$ cat src/rtl/pwm3_pkg.sv
package pwm3_pkg;
  typedef enum logic {
    UPD_ONCE  = 1'b0,
    UPD_TWICE = 1'b1
  } upd_mode_e;
endpackage

$ cat src/rtl/pwm3_counter.sv
module pwm3_counter
  import pwm3_pkg::*;
#(
  parameter int CNT_W = 12
) (
  input  logic             clk_i,
  input  logic             rst_ni,
  input  logic [CNT_W-1:0] per_i,
  input  upd_mode_e        mode_i,
  output logic [CNT_W-1:0] pos_o,
  output logic             run_o,
  output logic             start_o,
  output logic             full_ld_o,
  output logic             half_ld_o
);
  logic [CNT_W-1:0] cnt_q;
  logic             up_q;
  logic             run_q;
  logic [CNT_W:0]   nxt_up;
  logic             turn;

  assign nxt_up    = {1'b0, cnt_q} + 1'b1;
  assign turn      = up_q && (nxt_up >= {1'b0, per_i});
  assign full_ld_o = !up_q && (cnt_q <= CNT_W'(1));
  assign half_ld_o = turn && (mode_i == UPD_TWICE);
  // Both halves map onto positions 0..P-1, the second one in reverse
  assign pos_o     = up_q ? cnt_q : cnt_q - 1'b1;
  assign run_o     = run_q;
  assign start_o   = run_q && up_q && (cnt_q == '0);

  always_ff @(posedge clk_i or negedge rst_ni) begin
    if (!rst_ni) begin
      cnt_q <= '0;
      up_q  <= 1'b0;
      run_q <= 1'b0;
    end else if (full_ld_o) begin
      cnt_q <= '0;
      up_q  <= 1'b1;
      run_q <= 1'b1;
    end else if (up_q) begin
      cnt_q <= nxt_up[CNT_W-1:0];
      if (turn) up_q <= 1'b0;
    end else begin
      cnt_q <= cnt_q - 1'b1;
    end
  end
endmodule

$ cat src/rtl/pwm3_shadow.sv
module pwm3_shadow
  import pwm3_pkg::*;
#(
  parameter int CNT_W    = 12,
  parameter int NUM_LEGS = 3
) (
  input  logic                      clk_i,
  input  logic                      rst_ni,
  input  logic                      full_ld_i,
  input  logic                      half_ld_i,
  input  logic [CNT_W-1:0]          per_i,
  input  logic [NUM_LEGS*CNT_W-1:0] duty_i,
  input  logic [CNT_W-1:0]          dead_i,
  input  logic [CNT_W-1:0]          minw_i,
  input  logic                      mode_i,
  output logic [CNT_W-1:0]          per_o,
  output logic [NUM_LEGS*CNT_W-1:0] duty_o,
  output logic [CNT_W-1:0]          dead_o,
  output logic [CNT_W-1:0]          minw_o,
  output upd_mode_e                 mode_o
);
  always_ff @(posedge clk_i or negedge rst_ni) begin
    if (!rst_ni) begin
      per_o  <= '0;
      duty_o <= '0;
      dead_o <= '0;
      minw_o <= '0;
      mode_o <= UPD_ONCE;
    end else if (full_ld_i) begin
      per_o  <= per_i;
      duty_o <= duty_i;
      dead_o <= dead_i;
      minw_o <= minw_i;
      mode_o <= upd_mode_e'(mode_i);
    end else if (half_ld_i) begin
      duty_o <= duty_i;
    end
  end
endmodule

$ cat src/rtl/pwm3_leg.sv
module pwm3_leg #(
  parameter int CNT_W = 12
) (
  input  logic [CNT_W-1:0] pos_i,
  input  logic [CNT_W-1:0] per_i,
  input  logic [CNT_W-1:0] duty_i,
  input  logic [CNT_W-1:0] dead_i,
  input  logic [CNT_W-1:0] minw_i,
  output logic             hi_o,
  output logic             lo_o
);
  logic [CNT_W:0]   dsum, on_hi, on_lo;
  logic [CNT_W+1:0] hi_reach;
  logic             short_hi, short_lo, hi_win, lo_win;

  assign dsum     = {1'b0, duty_i} + {1'b0, dead_i};
  assign on_hi    = (duty_i > dead_i) ? {1'b0, duty_i - dead_i} : '0;
  assign on_lo    = ({1'b0, per_i} > dsum) ? {1'b0, per_i} - dsum : '0;
  assign short_hi = on_hi < {1'b0, minw_i};
  assign short_lo = on_lo < {1'b0, minw_i};
  assign hi_reach = {2'b0, pos_i} + {1'b0, on_hi};
  assign hi_win   = hi_reach >= {2'b0, per_i};
  assign lo_win   = {1'b0, pos_i} < on_lo;
  // A suppressed side forces its partner on; both short leaves both off
  assign hi_o     = !short_hi && (short_lo || hi_win);
  assign lo_o     = !short_lo && (short_hi || lo_win);
endmodule

$ cat src/rtl/pwm3_timer.sv
module pwm3_timer
  import pwm3_pkg::*;
#(
  parameter int CNT_W    = 12,
  parameter int NUM_LEGS = 3
) (
  input  logic                      clk_i,
  input  logic                      rst_ni,
  input  logic [CNT_W-1:0]          period_i,
  input  logic [NUM_LEGS*CNT_W-1:0] duty_i,
  input  logic [CNT_W-1:0]          dead_i,
  input  logic [CNT_W-1:0]          min_width_i,
  input  logic                      dbl_update_i,
  output logic                      sync_o,
  output logic [NUM_LEGS-1:0]       hi_o,
  output logic [NUM_LEGS-1:0]       lo_o
);
  localparam int DutyW = NUM_LEGS * CNT_W;

  logic [CNT_W-1:0]    per_s, dead_s, minw_s, pos;
  logic [DutyW-1:0]    duty_s;
  upd_mode_e           mode_s;
  logic                run, start, full_ld, half_ld;
  logic [NUM_LEGS-1:0] hi_d, lo_d;

  pwm3_counter #(.CNT_W(CNT_W)) u_cnt (
    .clk_i    (clk_i),
    .rst_ni   (rst_ni),
    .per_i    (per_s),
    .mode_i   (mode_s),
    .pos_o    (pos),
    .run_o    (run),
    .start_o  (start),
    .full_ld_o(full_ld),
    .half_ld_o(half_ld)
  );

  pwm3_shadow #(.CNT_W(CNT_W), .NUM_LEGS(NUM_LEGS)) u_shd (
    .clk_i    (clk_i),
    .rst_ni   (rst_ni),
    .full_ld_i(full_ld),
    .half_ld_i(half_ld),
    .per_i    (period_i),
    .duty_i   (duty_i),
    .dead_i   (dead_i),
    .minw_i   (min_width_i),
    .mode_i   (dbl_update_i),
    .per_o    (per_s),
    .duty_o   (duty_s),
    .dead_o   (dead_s),
    .minw_o   (minw_s),
    .mode_o   (mode_s)
  );

  for (genvar g = 0; g < NUM_LEGS; g++) begin : g_leg
    pwm3_leg #(.CNT_W(CNT_W)) u_leg (
      .pos_i (pos),
      .per_i (per_s),
      .duty_i(duty_s[g*CNT_W +: CNT_W]),
      .dead_i(dead_s),
      .minw_i(minw_s),
      .hi_o  (hi_d[g]),
      .lo_o  (lo_d[g])
    );
  end

  always_ff @(posedge clk_i or negedge rst_ni) begin
    if (!rst_ni) begin
      sync_o <= 1'b0;
      hi_o   <= '0;
      lo_o   <= '0;
    end else begin
      sync_o <= start;
      hi_o   <= run ? hi_d : '0;
      lo_o   <= run ? lo_d : '0;
    end
  end
endmodule

$ cat config.mk
export PLATFORM = sky130hd
export DESIGN_NAME = pwm3_timer
export DESIGN_NICKNAME = d
export VERILOG_FILES = /design/src/rtl/pwm3_pkg.sv /design/src/rtl/pwm3_counter.sv /design/src/rtl/pwm3_shadow.sv /design/src/rtl/pwm3_leg.sv /design/src/rtl/pwm3_timer.sv
export SDC_FILE = /design/constraint.sdc
export NUM_CORES = 1
export LEC_CHECK = 0
export CORE_AREA = 2 2 160 202
export CTS_CLUSTER_DIAMETER = 40
export CTS_CLUSTER_SIZE = 10
export DETAILED_ROUTE_END_ITERATION = 10
export DIE_AREA = 0 0 162 204
export DONT_BUFFER_PORTS = 1
export PLACE_DENSITY = 0.62
export SETUP_SLACK_MARGIN = 0.4
export SLEW_MARGIN = 40
export SYNTH_ARGS = -nofsm -noshare
export SYNTH_HDL_FRONTEND = slang
export SYNTH_HIERARCHICAL = 1
export SYNTH_SLANG_ARGS = --single-unit
$ cat constraint.sdc
create_clock -name clk_i -period 6.56 [get_ports clk_i]
set_input_delay 0.984 -clock clk_i [delete_from_list [all_inputs] [get_ports clk_i]]
set_output_delay 0.984 -clock clk_i [all_outputs]
set_load 0.05 [all_outputs]
==> impl_metrics.env, run 1 <==
export IMPL_die_area_um2=33050
export IMPL_netlist_area_um2=15370
export IMPL_grt_pass1_wl_um=70210
export IMPL_clk_pin_slew_ns=0.08
export IMPL_synth_area_top_cells="ha_1, dfrtp_1, xnor2_1, inv_1, mux2_2"
export IMPL_pin_count=82
export IMPL_cts_root_buf="clkbuf_16"
export IMPL_cp_required_ns=6.83
export IMPL_r2r_start="u_shd/dead_o[0]"
export IMPL_synth_top_area_share_pct=21.98
export IMPL_synth_most_common_cell="ha_1"
export IMPL_grt_total_usage_pct=27.67
export IMPL_gp_congestion=0.9476
export IMPL_yosys_warnings=6
export IMPL_via_count=13450
export IMPL_slew_limit_headroom_pct=41.06
export IMPL_fp_row_count=73
export IMPL_overflow=0
export IMPL_via_per_inst=5.927
export IMPL_cp_end_kind="flip-flop"
export IMPL_die_h_um=204
export IMPL_ys_seq_area_share_pct=15.31
export IMPL_synthArstFlopShare_pct=100.0
export IMPL_drt_wl_total_um=45470
export IMPL_cts_tree="yes"
export IMPL_hold_viol_final=0
export IMPL_syn_avg_cell_area_um2=8.343
export IMPL_cap_violations=0
export IMPL_outcome="completed"
export IMPL_path_max_fanout=7
export IMPL_syn_nets=2196
export IMPL_synth_distinct_cells=118
export IMPL_drcViolationCount=0
export IMPL_yosysTopAreaCell="ha_1"
export IMPL_syn_instance_count=1842
export IMPL_cts_buffers=9
export IMPL_clock_latency_ns=0.39
export IMPL_drt_iter0_markers=934
export IMPL_hpwl_um=36740
export IMPL_wl_per_cell_um=20.04
export IMPL_r2r_end="hi_o[2]"
export IMPL_fp_dieW_um=162
export IMPL_min_period_ns=5.832
export IMPL_worstPathArrival_ns=6.10
export IMPL_timing_final_crit_share_pct=88.91
export IMPL_finalSetupViolations=0
export IMPL_synthToLayoutAreaGrowth_pct=6.171
export IMPL_worst_pin_slew_ns=0.8789
export IMPL_ys_top_cells_by_count="ha_1, inv_1, nor2_1"
export IMPL_rsz0062_at_grt="true"
export IMPL_grt_antenna_before_repair=1
export IMPL_drive_gt1_share_pct=12.98
export IMPL_initial_core_util_pct=49.19
export IMPL_ctsHtreeMaxLevel=3
export IMPL_yosys_register_bits=94
export IMPL_slew_violations=0
export IMPL_max_freq_mhz=171.5
export IMPL_fin_nets=2205
export IMPL_port_buffers=0
export IMPL_grt_max_degree=95
export IMPL_synth_edff_count=0
export IMPL_grt_pass1_vias=12970
export IMPL_r2r_slack_ns=0.73
export IMPL_startpoint_type="flip-flop"
export IMPL_synth_ff_type="dfrtp_1"
export IMPL_reg2reg_depth=24
export IMPL_clock_path_buffers=2
export IMPL_clock_sinks=94
export IMPL_clock_skew_ns=0.01557
export IMPL_final_setup_tns_ns=0
export IMPL_drtPass1Iterations=5
export IMPL_ant_nets=0
export IMPL_hold_path_class="in -> async"
export IMPL_criticalPathCategory="reg -> reg"
export IMPL_core_area_um2=31240
-- cells in the final DEF (no fill, tap or decap), types with 14 or more instances in the layout --
master    synthesis  layout
a211oi_1         14      14
a21o_1           47      47
a21oi_1         107     106
and2_1           15      15
buf_4             6      48
dfrtp_1          94      90
ha_1            270     268
inv_1           216     216
mux2_2           71      71
nand2_1          93      93
nand2b_1         36      36
nand3_1          33      33
nand4_1          31      31
nor2_1          138     137
nor2b_1          29      29
nor3_1           43      41
o21a_1           21      21
o21ai_0          85      83
o21bai_1         21      21
xnor2_1         100      96
xor2_1           31      31
-- area by class of cell --
type / count / area, µm²
Clock inverter: 7 / 62.56
Fill cell: 3030 / 14920
Timing Repair Buffer: 50 / 402.9
Inverter: 217 / 814.5
Multi-Input combinational cell: 1479 / 11940
Sequential cell: 94 / 2357
Antenna cell: 1 / 2.502
Clock buffer: 9 / 225.2
Tap cell: 412 / 515.5
-- worst max path at each step --
stage          slack [ns]       to  cells after the start       startpoint
4_1_cts              0.47  hi_o[1]                     29  u_shd/dead_o[0]
2_1_floorplan        0.82  lo_o[2]                     28  u_shd/dead_o[1]
3_5_place_dp         0.43  lo_o[0]                     31  u_shd/dead_o[1]
3_3_place_gp         0.50  lo_o[1]                     29  u_shd/dead_o[1]
5_1_grt              0.38  hi_o[1]                     30  u_shd/dead_o[1]
6_report             0.73  hi_o[2]                     24  u_shd/dead_o[0]
-- critical path: stages, from the launching register on --
cell and delay, ns:
dfrtp_2 0.47, buf_4 0.15, ha_1 0.19, fa_1 0.43, nand2b_2 0.24, a2111oi_4 0.37, a2111oi_4 0.14, or2_1 0.26
nor2_1 0.12, xor2_1 0.08, ha_1 0.27, nor2b_1 0.16, a21oi_1 0.09, maj3_1 0.40, nand4_1 0.13, o2111ai_2 0.19
o2111a_2 0.20, or3_1 0.36, o311ai_1 0.10, ha_1 0.30, a21o_1 0.17, a211o_1 0.30, a211oi_1 0.24, a31oi_1 0.14
and2_1 0.20
-- metrics by stage --
| step | std cells | util (%) | hold slack, ns | area [µm²] | setup WS, ns |
|---|---|---|---|---|---|
| floorplan | 1842 | - | 0.4810 | 15370 | 0.8153 |
| global placement | 2236 | 50.54 | 0.4976 | 15790 | 0.5020 |
| detailed placement | 2238 | 50.74 | 0.5103 | 15850 | 0.4277 |
| CTS | 2254 | 51.66 | 0.2631 | 16140 | 0.4701 |
| global route | 2268 | 52.22 | 0.2636 | 16310 | 0.3806 |
| finish | 2269 | 52.23 | 0.2893 | 16320 | 0.7276 |
-- state kept, by name, indices dropped and copies added (netlist names) --
name          flops
u_shd/minw_o     12
u_shd/duty_o     36
hi_o              3
lo_o              3
u_shd/dead_o     12
u_cnt/cnt_q      12
u_shd/per_o      12
u_shd/mode_o      1
u_cnt/run_o       1
sync_o            1
u_cnt/up_q        1
-- cells by family after synthesis --
kind of cell,after synthesis,share of synthesized area (%)
compound gates,475,22.16
xor+xnor,133,7.751
fa+ha+maj,285,23.56
buf+inv,269,7.808
flops,94,15.31
mux,77,5.610
simple gates,509,17.80
-- layer usage --
layer	up-vias	GRT usage (%)	routed length, µm	part of all wire, %
met5	-	0	0	0
met4	0	18.71	3269	7.2
met3	109	4.688	2856	6.3
met2	406	43.60	20070	44
met1	6311	34.58	19270	42
li1	6622	-	-	-
-- what timing repair did --
| item | in CTS | in global routing |
|---|---|---|
| hold buffers | 0 | 0 |
| setup buffers | 0 | 14 |
| resized for setup | 1 | 22 |
| setup endpoints to repair | 1 | 6 |
| pin swaps | 0 | 6 |
Power of run 1 is left out: the tool's default activity adds up to more than one toggle a clock period on the data nets, which glitch-free logic cannot reach.
==> run 2, diff against run 1 <==
--- a/config.mk
+++ b/config.mk
@@ -5,16 +5,17 @@
 export SDC_FILE = /design/constraint.sdc
 export NUM_CORES = 1
 export LEC_CHECK = 0
-export CORE_AREA = 2 2 160 202
+export CELL_PAD_IN_SITES_DETAIL_PLACEMENT = 1
+export CELL_PAD_IN_SITES_GLOBAL_PLACEMENT = 2
+export CORE_AREA = 2 2 170 214
 export CTS_CLUSTER_DIAMETER = 40
 export CTS_CLUSTER_SIZE = 10
 export DETAILED_ROUTE_END_ITERATION = 10
-export DIE_AREA = 0 0 162 204
+export DIE_AREA = 0 0 172 216
 export DONT_BUFFER_PORTS = 1
-export PLACE_DENSITY = 0.62
+export PLACE_DENSITY = 0.8
 export SETUP_SLACK_MARGIN = 0.4
 export SLEW_MARGIN = 40
 export SYNTH_ARGS = -nofsm -noshare
 export SYNTH_HDL_FRONTEND = slang
-export SYNTH_HIERARCHICAL = 1
 export SYNTH_SLANG_ARGS = --single-unit
==> run 2 against run 1 <==
Non-clock buffer count shrank 18. Critical path depth is 1 higher. Clock skew rose by 0.013 ns. Highest routed layer unchanged. Global-route usage rose by 1.0 points. Critical path type unchanged.
==> impl_metrics.env, run 2 <==
export IMPL_final_setup_tns_ns=0
export IMPL_grt_antenna_before_repair=0
export IMPL_holdBufCountCts=0
export IMPL_n_fill_cell=4222
export IMPL_criticalPathCategory="reg -> reg"
export IMPL_synth_most_common_cell="ha_1"
export IMPL_fp_row_count=77
export IMPL_synthArstFlopShare_pct=100.0
export IMPL_overflow=0
export IMPL_cts_buffers=9
export IMPL_largest_reg_flops=36
export IMPL_path_max_fanout=8
export IMPL_fin_nets=2075
export IMPL_cts_root_buf="clkbuf_16"
export IMPL_slew_limit_headroom_pct=37.48
export IMPL_grt_total_usage_pct=28.66
export IMPL_synth_area_top_cells="ha_1, dfrtp_1, xnor2_1, a21oi_1, a21o_1"
export IMPL_top_register="u_shd.duty_o"
export IMPL_ant_nets=0
export IMPL_hold_viol_final=0
export IMPL_yosys_register_bits=94
export IMPL_worstPathArrival_ns=6.17
export IMPL_hpwl_um=43310
export IMPL_grt_pass1_vias=13380
export IMPL_synth_distinct_cells=76
export IMPL_startpoint_type="flip-flop"
export IMPL_max_freq_mhz=170.6
export IMPL_synth_top_area_share_pct=25.08
export IMPL_cap_violations=0
export IMPL_netlist_area_um2=14220
export IMPL_drcViolationCount=0
export IMPL_clock_skew_ns=0.02830
export IMPL_clock_path_buffers=2
export IMPL_whs_ns=0.2636
export IMPL_drtPass1Iterations=5
export IMPL_syn_nets=2088
export IMPL_grt_pass1_wl_um=79140
export IMPL_slew_violations=0
export IMPL_worst_pin_slew_ns=0.9346
export IMPL_yosys_warnings=0
export IMPL_syn_avg_cell_area_um2=8.285
export IMPL_ys_seq_area_share_pct=16.54
export IMPL_pin_count=82
export IMPL_hold_path_class="in -> async"
export IMPL_drt_iter0_markers=551
export IMPL_synth_ff_type="dfrtp_1"
export IMPL_synthToLayoutAreaGrowth_pct=6.909
export IMPL_final_common_cell="ha_1"
export IMPL_via_count=12870
export IMPL_initial_core_util_pct=40.54
export IMPL_fp_dieW_um=172
export IMPL_ctsHtreeMaxLevel=3
export IMPL_port_buffers=0
export IMPL_clock_sinks=94
export IMPL_core_area_um2=35070
export IMPL_clock_latency_ns=0.41
export IMPL_clk_pin_slew_ns=0.09
export IMPL_timing_final_crit_share_pct=89.34
export IMPL_drive_gt1_share_pct=6.850
export IMPL_ys_top_cells_by_count="ha_1, nor2_1, inv_1"
export IMPL_final_cell_mix="ha_1, nor2_1, inv_1"
export IMPL_die_area_um2=37150
export IMPL_syn_instance_count=1716
export IMPL_grt_max_degree=95
export IMPL_die_h_um=216
export IMPL_yosysTopAreaCell="ha_1"
export IMPL_gp_congestion=0.9259
export IMPL_wl_per_cell_um=23.87
export IMPL_outcome="completed"
export IMPL_finalSetupViolations=0
export IMPL_via_per_inst=5.900
export IMPL_rsz0062_at_grt="false"
export IMPL_min_period_ns=5.861
export IMPL_synth_edff_count=0
export IMPL_cts_tree="yes"
export IMPL_cp_required_ns=6.86
export IMPL_drt_wl_total_um=52090
export IMPL_diodes=0
export IMPL_cp_end_kind="flip-flop"
run 2: final cells by class:
| cell class | count | area (µm²) | area share, % |
|---|---|---|---|
| timing repair buffer | 32 | 240.2 | 1.581 |
| clock inverter | 5 | 81.33 | 0.5351 |
| clock buffer | 11 | 232.7 | 1.531 |
| sequential | 94 | 2354 | 15.48 |
| multi-input combinational | 1439 | 11220 | 73.83 |
| inverter | 127 | 476.7 | 3.136 |
| tap | 474 | 593.1 | 3.902 |
run 2: worst max-delay path, cell delays in order (launching register included):
cell and delay, ns:
dfrtp_1 0.38, inv_1 0.28, ha_1 0.33, nor2b_1 0.15, o21bai_1 0.12, a21oi_1 0.21
o211ai_1 0.12, a21oi_1 0.25, o31ai_1 0.14, a221oi_1 0.37, xor2_1 0.18, ha_1 0.30
nand4_1 0.13, nor3_1 0.06, nor4_1 0.29, o211ai_1 0.22, buf_4 0.22, nand2b_1 0.16
inv_1 0.08, ha_1 0.22, and3_1 0.17, a221oi_1 0.38, nand3_1 0.14, a221oi_1 0.32
o21ai_0 0.25, a311oi_1 0.28
run 2: path summary, 6_finish.rpt:
path	start	to	slack, ns	cells past startpoint
setup / recovery	u_shd.dead_o[1]	hi_o[0]	0.70	25
hold / removal	rst_ni	hi_o[2]	0.26	0
setup reg to reg	u_shd.dead_o[1]	hi_o[0]	0.70	25
hold reg to reg	u_shd.mode_o	u_shd.mode_o	0.50	2
max in group asynchronous	rst_ni	u_shd.duty_o[31]	6.09	0
min in group clk_i	u_shd.mode_o	u_shd.mode_o	0.50	2
run 2: repair_timing:
| action | 4_1_cts | 5_1_grt |
|---|---|---|
| buffers inserted | 0 | 3 |
| pin swaps | 0 | 1 |
| endpoints found under the setup margin | 1 | 5 |
| gates resized for setup | 2 | 15 |
run 2: through the flow:
| step | cell area (µm²) | utilization (%) | cells | setup slack (ns) |
|---|---|---|---|---|
| 2_1_floorplan | 14220 | - | 1716 | 1.221 |
| 3_3_place_gp | 14790 | 42.18 | 2163 | 0.3690 |
| 3_5_place_dp | 14800 | 42.21 | 2163 | 0.2286 |
| 4_1_cts | 15120 | 43.11 | 2179 | 0.4006 |
| 5_1_grt | 15200 | 43.34 | 2182 | 0.3999 |
| 6_report | 15200 | 43.34 | 2182 | 0.6995 |
run 2: metal layers:
metal / global-route usage (%) / share of wire, % / vias up
li1: - / - / 6141
met1: 34.57 / 43 / 6354
met2: 50.20 / 49 / 283
met3: 2.879 / 3.2 / 96
met4: 14.31 / 4.9 / 0
met5: 0 / 0 / -
run 2: cells by family after synthesis:
group,Yosys count,share of synthesized area [%]
compound gates,464,21.54
buf+inv,183,5.122
fa+ha+maj,299,26.91
mux,41,4.004
simple gates,498,17.44
flops,94,16.54
xor+xnor,137,8.440
Power of run 2 is left out for the same reason.
